### src/rtl/pmt_pkg.sv
package pmt_pkg;
  // Register addresses; the compare registers sit at the top of the map.
  localparam int unsigned ADDR_RUN       = 0;
  localparam int unsigned ADDR_PRESCALE  = 1;
  localparam int unsigned ADDR_CAPCLR    = 2;
  localparam int unsigned ADDR_OUTCFG    = 3;
  localparam int unsigned ADDR_CMP_BASE  = 4;

  // Field positions inside the capture-clear and output-config words.
  localparam int unsigned CAPCLR_EN_BIT  = 4;
  localparam int unsigned CAPCLR_SEL_LSB = 5;
  localparam int unsigned LEVEL_LSB      = 4;

  // Strobes from control to datapath, one clock wide.
  typedef struct packed {
    logic tick;      // prescaler wrapped while running
    logic capClear;  // selected capture edge seen
  } pmtStrobe_t;
endpackage

### src/rtl/pmt_ctrl.sv
module pmt_ctrl
  import pmt_pkg::*;
#(
  parameter int unsigned CNT_W   = 16,
  parameter int unsigned NUM_PWM = 3,
  parameter int unsigned ADDR_W  = 3,
  localparam int unsigned NUM_CMP = NUM_PWM + 1
) (
  input  logic                             clk,
  input  logic                             rst,
  input  logic                             wrEn,
  input  logic [ADDR_W-1:0]                wrAddr,
  input  logic [CNT_W-1:0]                 wrData,
  input  logic [1:0]                       capIn,
  output pmtStrobe_t                       strobe,
  output logic [NUM_CMP-1:0][CNT_W-1:0]    cmpVals,
  output logic [NUM_PWM-1:0]               pwmEn,
  output logic [NUM_PWM-1:0]               levelBits
);
  logic             runQ;
  logic [CNT_W-1:0] preValQ;
  logic [CNT_W-1:0] preCntQ;
  logic             capClrEnQ;
  logic [2:0]       capSelQ;
  logic [1:0]       syncA, syncB, syncC;
  logic [1:0]       riseV, fallV;
  logic             edgeHit;
  logic             capClear;
  logic             preWrap;

  // Setting registers
  always_ff @(posedge clk) begin
    if (rst) begin
      runQ      <= 1'b0;
      preValQ   <= '0;
      capClrEnQ <= 1'b0;
      capSelQ   <= '0;
      pwmEn     <= '0;
      levelBits <= '0;
    end else if (wrEn) begin
      case (int'(wrAddr))
        ADDR_RUN:      runQ <= wrData[0];
        ADDR_PRESCALE: preValQ <= wrData;
        ADDR_CAPCLR: begin
          capClrEnQ <= wrData[CAPCLR_EN_BIT];
          capSelQ   <= wrData[CAPCLR_SEL_LSB +: 3];
        end
        ADDR_OUTCFG: begin
          pwmEn     <= wrData[NUM_PWM-1:0];
          levelBits <= wrData[LEVEL_LSB +: NUM_PWM];
        end
        default: ;
      endcase
    end
  end

  // Compare registers, one per channel plus the cycle-length one
  for (genvar g = 0; g < NUM_CMP; g++) begin : gCmp
    always_ff @(posedge clk) begin
      if (rst) cmpVals[g] <= '0;
      else if (wrEn && int'(wrAddr) == ADDR_CMP_BASE + g) cmpVals[g] <= wrData;
    end
  end

  // Two-stage synchronizer plus one history stage for edge detection
  always_ff @(posedge clk) begin
    if (rst) begin
      syncA <= '0;
      syncB <= '0;
      syncC <= '0;
    end else begin
      syncA <= capIn;
      syncB <= syncA;
      syncC <= syncB;
    end
  end

  assign riseV = syncB & ~syncC;
  assign fallV = ~syncB & syncC;

  always_comb begin
    case (capSelQ)
      3'd0:    edgeHit = riseV[0];
      3'd1:    edgeHit = fallV[0];
      3'd2:    edgeHit = riseV[1];
      3'd3:    edgeHit = fallV[1];
      default: edgeHit = 1'b0;
    endcase
  end

  assign capClear = capClrEnQ & edgeHit;
  assign preWrap  = preCntQ >= preValQ;

  // Prescaler; a capture clear resets it even when stopped
  always_ff @(posedge clk) begin
    if (rst || capClear)   preCntQ <= '0;
    else if (runQ) begin
      if (preWrap) preCntQ <= '0;
      else         preCntQ <= preCntQ + 1'b1;
    end
  end

  assign strobe.tick     = runQ & preWrap & ~capClear;
  assign strobe.capClear = capClear;
endmodule

### src/rtl/pmt_datapath.sv
module pmt_datapath
  import pmt_pkg::*;
#(
  parameter int unsigned CNT_W   = 16,
  parameter int unsigned NUM_PWM = 3,
  localparam int unsigned NUM_CMP = NUM_PWM + 1,
  localparam int unsigned CYC_IDX = NUM_PWM
) (
  input  logic                          clk,
  input  logic                          rst,
  input  pmtStrobe_t                    strobe,
  input  logic [NUM_CMP-1:0][CNT_W-1:0] cmpVals,
  input  logic [NUM_PWM-1:0]            pwmEn,
  input  logic [NUM_PWM-1:0]            levelBits,
  output logic [CNT_W-1:0]              countOut,
  output logic [NUM_PWM-1:0]            matchOut
);
  logic [CNT_W-1:0]   cntQ;
  logic [CNT_W-1:0]   nextCnt;
  logic               cycleHit;
  logic               zeroing;
  logic [NUM_PWM-1:0] pwmQ;

  assign nextCnt  = cntQ + 1'b1;
  assign cycleHit = strobe.tick && (cntQ == cmpVals[CYC_IDX]);
  assign zeroing  = strobe.capClear | cycleHit;

  always_ff @(posedge clk) begin
    if (rst || zeroing)   cntQ <= '0;
    else if (strobe.tick) cntQ <= nextCnt;
  end

  for (genvar g = 0; g < NUM_PWM; g++) begin : gChan
    always_ff @(posedge clk) begin
      if (rst || !pwmEn[g] || zeroing)                   pwmQ[g] <= 1'b0;
      else if (strobe.tick && nextCnt == cmpVals[g])     pwmQ[g] <= 1'b1;
    end
    assign matchOut[g] = pwmEn[g] ? pwmQ[g] : levelBits[g];
  end

  assign countOut = cntQ;
endmodule

### src/rtl/pwm_match_timer.sv
module pwm_match_timer
  import pmt_pkg::*;
#(
  parameter int unsigned CNT_W   = 16,
  parameter int unsigned NUM_PWM = 3,
  parameter int unsigned ADDR_W  = 3,
  localparam int unsigned NUM_CMP = NUM_PWM + 1
) (
  input  logic               clk,
  input  logic               rst,
  input  logic               wrEn,
  input  logic [ADDR_W-1:0]  wrAddr,
  input  logic [CNT_W-1:0]   wrData,
  input  logic [1:0]         capIn,
  output logic [CNT_W-1:0]   countOut,
  output logic [NUM_PWM-1:0] matchOut
);
  pmtStrobe_t                    strobeW;
  logic [NUM_CMP-1:0][CNT_W-1:0] cmpValsW;
  logic [NUM_PWM-1:0]            pwmEnW;
  logic [NUM_PWM-1:0]            levelBitsW;

  pmt_ctrl #(.CNT_W(CNT_W), .NUM_PWM(NUM_PWM), .ADDR_W(ADDR_W)) u_ctrl (
    .clk(clk), .rst(rst), .wrEn(wrEn), .wrAddr(wrAddr), .wrData(wrData),
    .capIn(capIn), .strobe(strobeW), .cmpVals(cmpValsW), .pwmEn(pwmEnW),
    .levelBits(levelBitsW)
  );

  pmt_datapath #(.CNT_W(CNT_W), .NUM_PWM(NUM_PWM)) u_dp (
    .clk(clk), .rst(rst), .strobe(strobeW), .cmpVals(cmpValsW),
    .pwmEn(pwmEnW), .levelBits(levelBitsW), .countOut(countOut),
    .matchOut(matchOut)
  );
endmodule

### config.mk
export PLATFORM = sky130hd
export DESIGN_NAME = pwm_match_timer
export DESIGN_NICKNAME = d
export VERILOG_FILES = /design/src/rtl/pmt_pkg.sv /design/src/rtl/pmt_ctrl.sv /design/src/rtl/pmt_datapath.sv /design/src/rtl/pwm_match_timer.sv
export SDC_FILE = /design/constraint.sdc
export NUM_CORES = 1
export LEC_CHECK = 0
export BUFFER_PORTS_ARGS = -buffer_cell sky130_fd_sc_hd__buf_2
export CAP_MARGIN = 10
export CORE_ASPECT_RATIO = 1.4
export CORE_MARGIN = 2
export CORE_UTILIZATION = 43
export DETAILED_ROUTE_END_ITERATION = 8
export PLACE_DENSITY = 0.67
export SYNTH_ARGS = -nofsm -noshare
export SYNTH_HDL_FRONTEND = slang
export SYNTH_SLANG_ARGS = --single-unit
### constraint.sdc
create_clock -name clk -period 2.8 [get_ports clk]
set_input_delay 0.56 -clock clk [delete_from_list [all_inputs] [get_ports clk]]
set_output_delay 0.56 -clock clk [all_outputs]
set_load 0.01 [all_outputs]
==> run metrics <==
status=finished clean; die height=around 150 µm; Max-slew headroom=between 50% and 60%; end-of-flow core utilization=a little over half; CP Capture Type=flip-flop; Least-Margin Pin Slew=0.744 ns; Antenna Nets Post-Route=0; placed instance count=1,058; largest area contributor in the netlist=dfxtp_1; initial antenna violation count=0; die width=around 110 µm; crit-path max FO=7; FFs w/ async S/R, synth=0%; Finished Layout Cells=about 1,100; Mapped Area=0.00666 mm²; setup TNS=0 ns; I/O Pins=43; overall routed net length=around 19,000 µm; Initial Util=approximately 44%; period utilization=between 90 and 100%; Clock Skews=roughly 0.0081 ns; Leak=2.98 nW; RePlAce Congestion=between 0.9 and 1; Max Cap Viol=0; Slew Viols, Final=0; most frequent cell after synthesis=nand2_1; CP Launch Type=flip-flop; largest net degree at the start of global routing=just under 100; flops & latches, synth=~130; register area share after synthesis=approximately 40%; Hold Crit Class=primary input to flip-flop; via count=about 5,900; Routed wire per std cell=about 17 µm; synth unique cells=56; CORE AREA=around 0.015 mm²; first-pass GRT wire length=30,300 µm; post-synth net total=approximately 870; 1st-iter DRT viols=roughly 300; Post-synth EDFFs=0; post-synth top area share=39.7%; synth top area cells=dfxtp_1 (40%), nand2_1 (10%), xnor2_1 (8.2%); Skew-Pair Late Insertion Delay=roughly 0.42 ns; final hold vios=0; Detailed Place HPWL=roughly 14,000 µm; Commonest cells post-synth=nand2_1 (181), dfxtp_1 (132), a21oi_1 (96); kind of critical path=flip-flop to flip-flop; total CTS buffers=17; Overflow after GRT=0; fraction of layout cells with a size suffix above 1=~17%; H-tree Lvls=4; drt pass-1 iters=4; Post-layout nets=928; Setup WS pre-CTS=0.0428 ns; P&R area growth vs syn=21.0%; Root Buffer=clkbuf_16; Rows=between 50 and 60; cell count after synthesis=approximately 800; die footprint=~0.017 mm²; cts hold-fix bufs=0; final setup fails=0; PnR worst setup slack=approximately 0.064 ns; Reg clk slew, reported paths=about 0.06 ns; CTS tree=done; Via-to-Cell Ratio=approximately 5.4; Peak VDD IR=0.398 mV; Worst Path Arrival=a little over 3 ns; overall routing resource usage=24.5%; CP Data Required Time=3.14 ns; vias in the first global route=approximately 5,800; Residual DRC=0; Synth Area per Inst=8.09 µm²; Clock Tree Buf Depth=2; count of warnings emitted by yosys=0; Layout fillers=~1,400; pwr/cell area=569 mW/mm²; number of I/O port buffers=42; Total Power=4.58 mW; Primary FF master, synth=dfxtp_1; total inserted antenna cells=0; fin crit period=2.74 ns; Fmax=between 300 and 400 MHz; CTS sink cnt=around 130
## cell families after synthesis
logic type | count (synthesis) | synth area share (%)
buf+inv | 75 | 4.61
simple gates | 342 | 23.9
compound gates | 142 | 12.3
fa+ha+maj | 18 | 3.38
flops | 132 | 39.7
mux | 19 | 2.95
xor+xnor | 95 | 13.1
## sequential cells by signal, indices dropped and copies added, names as in the netlist
register,cells
u_ctrl.cmpVals,64
u_ctrl.preCntQ,16
u_ctrl.preValQ,16
u_dp.countOut,16
u_ctrl.capSelQ,3
u_ctrl.levelBits,3
u_ctrl.pwmEn,3
u_dp.pwmQ,3
u_ctrl.syncA,2
u_ctrl.syncB,2
u_ctrl.syncC,2
u_ctrl.capClrEnQ,1
u_ctrl.runQ,1
## metal layers
layer / share of wire (%) / vias up / global-route usage, %
li1: - / 2886 / -
met1: 40 / 2777 / 29.0
met2: 50 / 142 / 40.8
met3: 4.4 / 66 / 3.53
met4: 5.8 / 0 / 16.0
met5: 0 / - / 0
## layout by cell type (no fill, tap or decap), types with 10 or more instances in the layout
master,Yosys,final
nor2b_1,16,16
nand2_1,181,181
xor2_1,30,30
nor2_1,56,56
inv_1,27,27
o21ai_0,14,14
dfxtp_1,132,131
nand3_1,11,10
clkbuf_16,0,17
buf_4,4,47
xnor2_1,62,61
nor3_1,13,10
nand4_1,15,15
buf_2,7,42
mux2i_1,14,14
a21oi_1,96,96
ha_1,18,17
## report_power, final
part / switching, mW / total, mW / internal, mW
sequential: 0.0233 / 1.93 / 1.91
combinational: 0.158 / 0.248 / 0.0902
clock: 0.863 / 2.40 / 1.54
total: 1.04 / 4.58 / 3.54
## what timing repair did
action | CTS | global route
resized for setup | 2 | 17
pin swaps | 0 | 9
buffers inserted | 0 | 1
setup endpoints to repair | 1 | 10
## final timing paths
kind                                  startpoint              end  depth (start not counted)  slack [ns]
worst min register to register   u_ctrl.syncA[0]  u_ctrl.syncB[0]                          1        0.43
worst max-delay path            u_dp.countOut[0]     u_dp.pwmQ[0]                         11        0.06
worst min-delay path                    capIn[1]  u_ctrl.syncA[1]                          2        0.36
worst max register to register  u_dp.countOut[0]     u_dp.pwmQ[0]                         11        0.06
## through the flow
step	instance area, µm²	hold WS, ns
finish	8060	0.362
global route	8060	0.369
CTS	7950	0.357
detailed placement	7310	0.420
global placement	7310	0.424
floorplan	6660	0.414
## worst max-delay path, stage by stage (launching register included)
cell and delay, ns:
dfxtp_1 0.34, buf_4 0.14, buf_12 0.13, xor2_1 0.27, o211ai_1 0.15, a2111oi_0 0.37, buf_4 0.18, o2111ai_1 0.10
nor4b_1 0.36, buf_4 0.18, a41oi_1 0.20, nor3b_1 0.23
## final cells by class
cell class / count / area, µm² / share of cell area (%)
Multi-Input combinational cell: 616 / 3820 / 47.4
Sequential cell: 132 / 2640 / 32.8
Timing Repair Buffer: 92 / 614 / 7.63
Clock buffer: 20 / 457 / 5.67
Tap cell: 192 / 240 / 2.98
Clock inverter: 12 / 178 / 2.21
Inverter: 27 / 101 / 1.26
(Power assumes the default switching activity.)
